$ cat config.mk
export PLATFORM = sky130hd
export DESIGN_NAME = dual_bus_xcvr
export DESIGN_NICKNAME = d
export VERILOG_FILES = /design/src/rtl/xcvr_pkg.sv /design/src/rtl/capture_reg.sv /design/src/rtl/path_sel.sv /design/src/rtl/drive_ctrl.sv /design/src/rtl/dual_bus_xcvr.sv
export SDC_FILE = /design/constraint.sdc
export NUM_CORES = 1
export LEC_CHECK = 0
export ABC_CLOCK_PERIOD_IN_PS = 2050
export CAP_MARGIN = 10
export CELL_PAD_IN_SITES_DETAIL_PLACEMENT = 1
export CELL_PAD_IN_SITES_GLOBAL_PLACEMENT = 1
export CORE_UTILIZATION = 35
export CTS_BUF_LIST = sky130_fd_sc_hd__clkbuf_2 sky130_fd_sc_hd__clkbuf_4 sky130_fd_sc_hd__clkbuf_8
export DETAILED_ROUTE_END_ITERATION = 6
export HOLD_SLACK_MARGIN = 0.05
export PLACE_DENSITY = 0.89
export RECOVER_POWER = 50
export SYNTH_ARGS = -nofsm -noshare
export SYNTH_HDL_FRONTEND = slang
export SYNTH_SLANG_ARGS = --single-unit
$ cat constraint.sdc
create_clock -name clk -period 2.05 [get_ports clk]
set_input_delay 0.41 -clock clk [delete_from_list [all_inputs] [get_ports clk]]
set_output_delay 0.41 -clock clk [all_outputs]
set_load 0.005 [all_outputs]
$ cat src/rtl/xcvr_pkg.sv
package xcvr_pkg;
  typedef enum logic {
    SRC_LIVE   = 1'b0,
    SRC_STORED = 1'b1
  } src_e;

  typedef enum logic {
    DIR_TO_A = 1'b0,
    DIR_TO_B = 1'b1
  } dir_e;
endpackage

$ cat src/rtl/capture_reg.sv
module capture_reg #(
  parameter int WIDTH = 8
) (
  input  logic             clk,
  input  logic             rst_n,
  input  logic             strb,
  input  logic [WIDTH-1:0] din,
  output logic [WIDTH-1:0] q,
  output logic             load
);
  logic             strb_q;
  logic [WIDTH-1:0] q_nxt;

  always_comb begin
    load  = strb & ~strb_q;
    q_nxt = q;
    if (load) q_nxt = din;
  end

  always_ff @(posedge clk or negedge rst_n) begin
    if (!rst_n) begin
      strb_q <= 1'b0;
      q      <= '0;
    end else begin
      strb_q <= strb;
      q      <= q_nxt;
    end
  end

  // a first-seen strobe loads the bus value
  a_r8_load: assert property (@(posedge clk) disable iff (!rst_n)
    (strb && !strb_q) |=> (q == $past(din)));
  // the register holds when no rising strobe is seen
  a_r8_hold: assert property (@(posedge clk) disable iff (!rst_n)
    !(strb && !strb_q) |=> $stable(q));
endmodule

$ cat src/rtl/path_sel.sv
module path_sel #(
  parameter int WIDTH  = 8,
  parameter bit INVERT = 1'b0
) (
  input  xcvr_pkg::src_e   sel,
  input  logic [WIDTH-1:0] live,
  input  logic [WIDTH-1:0] stored,
  output logic [WIDTH-1:0] dout
);
  import xcvr_pkg::*;
  logic [WIDTH-1:0] pick;

  always_comb begin
    pick = (sel == SRC_STORED) ? stored : live;
  end

  generate
    if (INVERT) begin : g_inv
      assign dout = ~pick;
    end else begin : g_thru
      assign dout = pick;
    end
  endgenerate
endmodule

$ cat src/rtl/drive_ctrl.sv
module drive_ctrl (
  input  logic           clk,
  input  logic           rst_n,
  input  logic           en_n,
  input  xcvr_pkg::dir_e dir,
  output logic           a_oe,
  output logic           b_oe
);
  import xcvr_pkg::*;
  logic active;

  always_comb begin
    active = ~en_n;
    a_oe   = active & (dir == DIR_TO_A);
    b_oe   = active & (dir == DIR_TO_B);
  end

  // isolation turns off both drivers
  a_r2_isolate: assert property (@(posedge clk) disable iff (!rst_n)
    en_n |-> (!a_oe && !b_oe));
  // never both buses driven
  a_r3_exclusive: assert property (@(posedge clk) disable iff (!rst_n)
    $countones({a_oe, b_oe}) <= 1);
  // enabled means exactly one bus driven
  a_r3_one_driven: assert property (@(posedge clk) disable iff (!rst_n)
    !en_n |-> $onehot0({a_oe, b_oe}) && (a_oe || b_oe));
endmodule

$ cat src/rtl/dual_bus_xcvr.sv
module dual_bus_xcvr #(
  parameter int WIDTH  = 8,
  parameter bit INVERT = 1'b0
) (
  input  logic             clk,
  input  logic             rst_n,
  input  logic             en_n,
  input  logic             dir_a2b,
  input  logic             sel_a2b,
  input  logic             sel_b2a,
  input  logic             cap_a,
  input  logic             cap_b,
  input  logic [WIDTH-1:0] a_in,
  output logic [WIDTH-1:0] a_out,
  output logic             a_oe,
  input  logic [WIDTH-1:0] b_in,
  output logic [WIDTH-1:0] b_out,
  output logic             b_oe
);
  import xcvr_pkg::*;

  logic [WIDTH-1:0] reg_a, reg_b;
  logic             load_a, load_b;
  src_e             src_a2b, src_b2a;
  dir_e             dir_sel;

  always_comb begin
    src_a2b = src_e'(sel_a2b);
    src_b2a = src_e'(sel_b2a);
    dir_sel = dir_e'(dir_a2b);
  end

  capture_reg #(.WIDTH(WIDTH)) u_cap_a (
    .clk(clk), .rst_n(rst_n), .strb(cap_a), .din(a_in), .q(reg_a), .load(load_a)
  );

  capture_reg #(.WIDTH(WIDTH)) u_cap_b (
    .clk(clk), .rst_n(rst_n), .strb(cap_b), .din(b_in), .q(reg_b), .load(load_b)
  );

  path_sel #(.WIDTH(WIDTH), .INVERT(INVERT)) u_to_b (
    .sel(src_a2b), .live(a_in), .stored(reg_a), .dout(b_out)
  );

  path_sel #(.WIDTH(WIDTH), .INVERT(INVERT)) u_to_a (
    .sel(src_b2a), .live(b_in), .stored(reg_b), .dout(a_out)
  );

  drive_ctrl u_drv (
    .clk(clk), .rst_n(rst_n), .en_n(en_n), .dir(dir_sel), .a_oe(a_oe), .b_oe(b_oe)
  );

  // a stored-source output on B is steady while no capture occurs
  a_r5_stored_steady: assert property (@(posedge clk) disable iff (!rst_n)
    (sel_a2b && $past(sel_a2b) && !$past(load_a)) |-> $stable(b_out));
  // a stored-source output on A is steady while no capture occurs
  a_r7_stored_steady: assert property (@(posedge clk) disable iff (!rst_n)
    (sel_b2a && $past(sel_b2a) && !$past(load_b)) |-> $stable(a_out));
endmodule

After elaboration in Yosys (flattened, before gate mapping)

Cells that the tools add are included.

Bits in registers: 18
Output and inout port bits: 18

Muxes and demuxes: 2
Bitwise operators: 8

Operators by type and width:

| operator         | number |
|---|---|
| 2-to-1 mux 8 bit | 2 |
| AND 1 bit        | 4 |
| inverter 1 bit   | 4 |

Depth between registers and ports, before layout

Gate-level depths: netlist of run 1.

Word-level depth: 2
Gate-level depth with buffers: 3
Mapped depth without buffers: 2

Hierarchy

A second synthesis of run 1 with hierarchy kept.

Cell total of the unflattened synthesis: 58
Area total of the unflattened synthesis: 1038.5 um^2

By module, submodules not included:

| module      | instances | cells an instance | area an instance (um^2) | seq. area each (um^2) |
|---|---|---|---|---|
| capture_reg | 2         | 19                | 379.1                   | 225.2 |
| path_sel    | 2         | 9                 | 131.4                   | 0.0 |
| drive_ctrl  | 1         | 2                 | 17.5                    | 0.0 |

Worst setup path before layout of run 1

OpenSTA, ideal clock, no wires.

Path kind: input -> output
Start: input port sel_b2a
End: output port a_out[0]
Arrival time: 924 ps
Required time: 1640 ps
Slack: 716 ps
Cell stages on the path: 2
Path buffers: 1
Path through: buf_2 > mux2_2

Longest elaborated chain between the ends: 1

RTL lines:

| item               | RTL line            | RTL |
|---|---|---|
| start: declaration | dual_bus_xcvr.sv:10 | `input logic sel_b2a,` |
| 2-to-1 mux 8 bit   | path_sel.sv:14      | `pick = (sel == SRC_STORED) ? stored : live;` |
| end: declaration   | dual_bus_xcvr.sv:14 | `output logic [WIDTH-1:0] a_out,` |

Every way passes these cells.

Worst setup path in the final report of run 1

Start: input port sel_b2a
End: output port a_out[4]

The elaborated chain is that of the path after synthesis.

==> flow_metrics.env, run 1 <==
export IMPL_cp_endpoint="a_out[4]"
export IMPL_vdd_ir_drop_max_v=0.0005245
export IMPL_dp_hpwl_mm=1.662
export IMPL_post_drt_wl_per_cell_um=15.72
export IMPL_path_depth=4
export IMPL_worst_ep_required_time_ns=1.64
export IMPL_cts_root_buf="clkbuf_4"
export IMPL_final_nets=132
export IMPL_cts_tree="yes"
export IMPL_min_period_ns=2.003
export IMPL_initial_core_util_pct=37.64
export IMPL_synthCells=58
export IMPL_instances_no_fill=137
export IMPL_critPathTopFamily="buffers and inverters"
export IMPL_num_vias=643
export IMPL_setup_worst_path_start="sel_b2a"
export IMPL_path_class="in -> out"
export IMPL_holdBufCountCts=0
export IMPL_n_antenna_cell=0
export IMPL_combPwrFrac_pct=29.0
export IMPL_worst_slew_pin_slew_ns=0.9441
export IMPL_p_int_mw=0.6931
export IMPL_hold_class="reg -> reg"
export IMPL_routed_wl_mm=2.154
export IMPL_slew_headroom_pct=37.06
export IMPL_placementRows=18
export IMPL_crit_buf_inv=3
export IMPL_core_area_sq_um=2500
export IMPL_ys_warn_count=0
export IMPL_gp_congestion=0.7151
export IMPL_die_area_sq_um=2900
export IMPL_grt_pass1_vias=724
export IMPL_postLayoutCoreUtil_pct=56.01
export IMPL_die_width_um=53.85
export IMPL_synth_area_per_cell_sq_um=16.22
export IMPL_switching_share_pct=23.40
export IMPL_io_buffers=41
export IMPL_placed_area_sq_um=1386
export IMPL_grt_start_max_net_pins=19
export IMPL_setup_viol=0
export IMPL_design_area_sq_um=1400
export IMPL_drive_gt1_share_pct=41.12
export IMPL_numClockSinks=18
export IMPL_pwr_share_seq_pct=47.6
export IMPL_fin_skew_ns=0.004428
export IMPL_clk_pin_slew_ns=0.09
export IMPL_finalCritPeriodShare_pct=97.73
export IMPL_hold_depth=1
export IMPL_cp_start_kind="primary input"
export IMPL_synth_seq_cells=18
export IMPL_drt_iter0_markers=5
export IMPL_max_cap_violations=0
export IMPL_power_switching_mw=0.2117
export IMPL_grt_use_total_pct=17.53
export IMPL_cts_htree_levels=1
export IMPL_synth_nets=82
export IMPL_end_kind="output pin"
export IMPL_boundaryPins=42
export IMPL_avgViaCountPerCell=4.693
export IMPL_timing_fmax_mhz=499.2
export IMPL_p_per_area_nw_per_um2=646.2
export IMPL_reg2reg_depth=2
export IMPL_syn_to_final_growth_pct=48.80
export IMPL_numCtsBuffers=3
export IMPL_r2r_slack_ns=0.82
export IMPL_maxSlewViolCount=0
export IMPL_placed_cells=129
export IMPL_finalHoldViolCount=0
export IMPL_crit_fanout=7
export IMPL_critical_path_arrival_ns=1.59
export IMPL_insertion_delay_ns=0.29
export IMPL_timing_rr_start="u_cap_a.strb_q$_DFF_PN0_"
export IMPL_synth_area_sq_um=940.9
export IMPL_power_leakage_nw=0.6291
export IMPL_ant_nets=0
export IMPL_fillers=270
export IMPL_cpMaxStageDelayCell="clkdlybuf4s50_1"
export IMPL_drc_errors=0
export IMPL_rsz0062_at_grt="false"
export IMPL_first_pass_iters=4
export IMPL_crit_chain="clkdlybuf4s50_1 -> buf_6 -> mux2_2 -> dlygate4sd2_1"
export IMPL_slowest_delay_ns=0.47
export IMPL_cts_path_max_buffers=2
export IMPL_die_h_um=53.85
export IMPL_grt_pass1_wl_mm=3.381
export IMPL_yosysSeqAreaShare_pct=47.87
export IMPL_outcome="finished clean"
export IMPL_p_clk_share_pct=23.4
export IMPL_antenna_found_initial=0
export IMPL_synthDistinctLibCells=9
export IMPL_grt_overflow=0
export IMPL_reg2reg_to="u_cap_a.q[4]$_DFFE_PN0P_"
worst register-to-register path: stages, from the launching register on:
cell and delay [ns]:
dfrtp_1 0.36, nand2b_1 0.33, mux2_1 0.42
sequential cells by signal (all words and copies together), names as in the netlist:
name	cells
u_cap_a.strb_q	1
u_cap_b.q	8
u_cap_a.q	8
u_cap_b.strb_q	1
power by group through the flow:
stage          combinational (mW)  sequential (mW)  clock, mW
2_1_floorplan               0.143            0.427          0
3_3_place_gp                0.287            0.433          0
3_5_place_dp                0.296            0.439          0
4_1_cts                     0.289            0.432      0.220
5_1_grt                     0.283            0.436      0.239
6_report                    0.263            0.431      0.211
layout make-up:
cell class	instances	area, sq um	area share, %
clock buffer	4	36.28	2.592
multi-input combinational	36	435.4	31.10
sequential	18	450.4	32.17
tap	30	37.54	2.681
timing repair buffer	49	440.4	31.46
per-stage QoR:
| stage | hold slack [ns] | setup TNS (ns) | setup WS (ns) | power, mW |
|---|---|---|---|---|
| 6_report | 0.4977 | 0 | 0.04660 | 0.9048 |
| 5_1_grt | 0.5327 | 0 | 0.001019 | 0.9580 |
| 4_1_cts | 0.4363 | -0.04911 | -0.03184 | 0.9408 |
| 3_5_place_dp | 0.4907 | -2.821 | -0.2043 | 0.7347 |
| 3_3_place_gp | 0.4868 | -2.582 | -0.1814 | 0.7203 |
| 2_1_floorplan | 0.1144 | 0 | 0.7165 | 0.5695 |
cell usage in the layout, fill, tap and decap left out, drive strengths merged:
cell type,n
dlygate4sd2,7
clkdlybuf4s50,26
buf,8
clkbuf,9
dfrtp,18
nor2b,2
nand2b,1
nor2,1
dlygate4sd3,3
mux2,32
routing by layer:
metal	part of all wire [%]	track usage (%)	routed length [um]
met3	3.2	3.390	68
met1	38	17.81	824
met4	1.4	6.579	30
met2	57	34.36	1230
met5	0	0	0
cells in the mapped netlist:
cell type,instances,area (sq um)
nand2b_4,1,13.76
mux2_2,16,180.2
nor2b_4,1,13.76
dfrtp_1,18,450.4
nor2_1,1,3.750
nor2b_1,1,6.260
buf_6,2,22.52
mux2_4,16,240.2
buf_2,2,10.01
worst min path at each step:
stage                             start                        to  slack (ns)
2_1_floorplan                     rst_n  u_cap_a.q[0]$_DFFE_PN0P_        0.11
3_3_place_gp   u_cap_a.q[0]$_DFFE_PN0P_  u_cap_a.q[0]$_DFFE_PN0P_        0.49
3_5_place_dp   u_cap_a.q[5]$_DFFE_PN0P_  u_cap_a.q[5]$_DFFE_PN0P_        0.49
4_1_cts                           rst_n  u_cap_b.q[5]$_DFFE_PN0P_        0.44
5_1_grt        u_cap_b.q[6]$_DFFE_PN0P_  u_cap_b.q[6]$_DFFE_PN0P_        0.53
6_report       u_cap_a.q[6]$_DFFE_PN0P_  u_cap_a.q[6]$_DFFE_PN0P_        0.50
cell families after synthesis:
logic type | share of synthesized area [%]
simple gates | 3.989
buf+inv | 3.457
flops | 47.87
mux | 44.68
repair_timing:
| item | 4_1_cts | 5_1_grt |
|---|---|---|
| resized for setup | 21 | 5 |
| setup buffers | 4 | 0 |
| pin swaps | 0 | 0 |
| setup endpoints to repair | 16 | 5 |
Note: power is estimated with default switching activity, not from simulation.
==> run 2: changes to the inputs <==
ABC_CLOCK_PERIOD_IN_PS = 1700   (was 2050)
CORE_UTILIZATION = 30   (was 35)
PLACE_DENSITY = 0.82   (was 0.89)
clock period = 1.7 ns   (was 2.05 ns; I/O delays follow)
==> flow_metrics.env, run 2 (synthesized netlist as in run 1, its figures left out) <==
export IMPL_slowest_delay_ns=0.31
export IMPL_layout_common_cells="clkdlybuf4s50_1 (18), dfrtp_1 (18), mux2_2 (16)"
export IMPL_critical_path_arrival_ns=1.32
export IMPL_combPwrFrac_pct=31.3
export IMPL_drt_iter0_markers=7
export IMPL_hold_depth=1
export IMPL_n_antenna_cell=0
export IMPL_r2r_slack_ns=0.48
export IMPL_hold_start="u_cap_a.q[6]$_DFFE_PN0P_"
export IMPL_holdBufCountCts=0
export IMPL_switching_share_pct=24.38
export IMPL_power_leakage_nw=0.6780
export IMPL_p_int_mw=0.8010
export IMPL_regArea_sq_um=450.4
export IMPL_finalCritPeriodShare_pct=97.49
export IMPL_hold_class="reg -> reg"
export IMPL_grt_pass1_wl_mm=3.822
export IMPL_core_area_sq_um=2853
export IMPL_pwr_share_seq_pct=48.9
export IMPL_worst_ep_required_time_ns=1.36
export IMPL_clk_pin_slew_ns=0.09
export IMPL_die_h_um=58.01
export IMPL_min_period_ns=1.657
export IMPL_reg_largest_list="u_cap_a.q (8), u_cap_b.q (8)"
export IMPL_multi_input_area_sq_um=431.7
export IMPL_slew_headroom_pct=34.32
export IMPL_cpMaxStageDelayCell="mux2_2"
export IMPL_vdd_ir_drop_max_v=0.0003821
export IMPL_post_drt_wl_per_cell_um=15.38
export IMPL_grt_use_total_pct=15.50
export IMPL_final_nets=141
export IMPL_first_pass_iters=6
export IMPL_rsz0062_at_grt="false"
export IMPL_reg2reg_depth=2
export IMPL_maxSlewViolCount=0
export IMPL_grt_pass1_vias=769
export IMPL_outcome="finished, violations left"
export IMPL_pre_cts_ws_ns=-0.4391
export IMPL_postLayoutCoreUtil_pct=52.24
export IMPL_whs_endpoint="u_cap_a.q[6]$_DFFE_PN0P_"
export IMPL_cts_path_max_buffers=2
export IMPL_path_class="in -> out"
export IMPL_max_cap_violations=0
export IMPL_crit_chain="clkdlybuf4s15_2 -> buf_6 -> buf_4 -> mux2_2 -> dlygate4sd2_1"
export IMPL_numClockSinks=18
export IMPL_gp_congestion=0.7102
export IMPL_reg2reg_to="u_cap_a.q[7]$_DFFE_PN0P_"
export IMPL_cts_tree="yes"
export IMPL_ant_nets=0
export IMPL_timing_fmax_mhz=603.4
export IMPL_initial_core_util_pct=32.98
export IMPL_dp_hpwl_mm=1.654
export IMPL_fillers=291
export IMPL_p_clk_share_pct=19.8
export IMPL_placementRows=19
export IMPL_drc_errors=2
export IMPL_antenna_found_initial=0
export IMPL_avgViaCountPerCell=4.644
export IMPL_insertion_delay_ns=0.30
export IMPL_timing_rr_start="u_cap_a.strb_q$_DFF_PN0_"
export IMPL_violations="design-rule violations"
export IMPL_die_width_um=58.01
export IMPL_routed_wl_mm=2.245
export IMPL_cp_start_kind="primary input"
export IMPL_layout_setup_ws_ns=0.04266
export IMPL_end_kind="output pin"
export IMPL_grt_overflow=0
export IMPL_p_per_area_nw_per_um2=710.8
export IMPL_die_area_sq_um=3365
export IMPL_drive_gt1_share_pct=46.09
export IMPL_grt_start_max_net_pins=19
export IMPL_crit_fanout=6
export IMPL_cts_htree_levels=1
export IMPL_boundaryPins=42
export IMPL_num_vias=678
export IMPL_finalHoldViolCount=0
export IMPL_io_buffers=41
export IMPL_numCtsBuffers=3
export IMPL_fin_skew_ns=0.01464
export IMPL_syn_to_final_growth_pct=58.38
export IMPL_worst_slew_pin_slew_ns=0.9853
export IMPL_setup_viol=0
export IMPL_power_switching_mw=0.2582
export IMPL_cts_root_buf="clkbuf_4"
[run 2: changes by cell type in the layout (fill, tap and decap cells not counted), sizes merged]
cell           change
buf               +12
clkbuf             -5
clkdlybuf4s15     +11
clkdlybuf4s50      -8
dlygate4sd2        -2
[run 2: worst max-delay path by stage]
| stage | from | cells past startpoint | to |
|---|---|---|---|
| after floorplan | sel_b2a | 2 | a_out[0] |
| after global placement | sel_a2b | 4 | b_out[5] |
| after detailed placement | sel_b2a | 4 | a_out[1] |
| after CTS | sel_b2a | 5 | a_out[0] |
| after global routing | sel_b2a | 5 | a_out[7] |
| final | sel_b2a | 5 | a_out[7] |
[run 2: what timing repair did]
item / in CTS / in global routing
gates resized for setup: 40 / 8
setup endpoints to repair: 18 / 6
pin swaps: 0 / 0
setup buffers: 8 / 1
[run 2: per-layer routing]
| metal | part of all wire, % | wire [um] | global-route usage [%] | up-vias |
|---|---|---|---|---|
| li1 | - | - | - | 324 |
| met1 | 44 | 990 | 21.05 | 332 |
| met2 | 50 | 1132 | 24.47 | 17 |
| met3 | 4.1 | 93 | 3.571 | 5 |
| met4 | 1.3 | 29 | 5.102 | 0 |
| met5 | 0 | 0 | 0 | - |
[run 2: cell type report]
type	instances	share of cell area, %
Multi-Input combinational cell	36	28.97
Timing Repair Buffer	58	36.69
Sequential cell	18	30.23
Clock buffer	3	1.511
Tap cell	31	2.603
[run 2: critical path: cells and delay by family]
kind	cells	cell delay, ns
buffers and inverters	4	0.67
muxes	1	0.31
[run 2: per-stage QoR]
step	instances	setup TNS, ns	instance area [sq um]	total power, mW	hold WS (ns)
finish	146	0	1490	1.059	0.4997
global route	146	0	1490	1.131	0.5301
CTS	145	0	1500	1.094	0.3525
detailed placement	134	-6.583	1430	0.8924	0.4920
global placement	134	-6.122	1430	0.8814	0.4886
floorplan	58	0	940.9	0.6867	0.04441
[run 2: power by group through the flow]
stage	Clock, mW	Combinational, mW	Sequential (mW)
floorplan	0	0.172	0.514
global placement	0	0.359	0.523
detailed placement	0	0.366	0.527
CTS	0.225	0.350	0.518
global route	0.246	0.360	0.525
finish	0.210	0.332	0.518
==> run 3: changes to the inputs <==
CAP_MARGIN = 20   (was 10)
==> results of run 3 <==
Same layout as run 2: the final DEF is identical, and so are final timing and power.
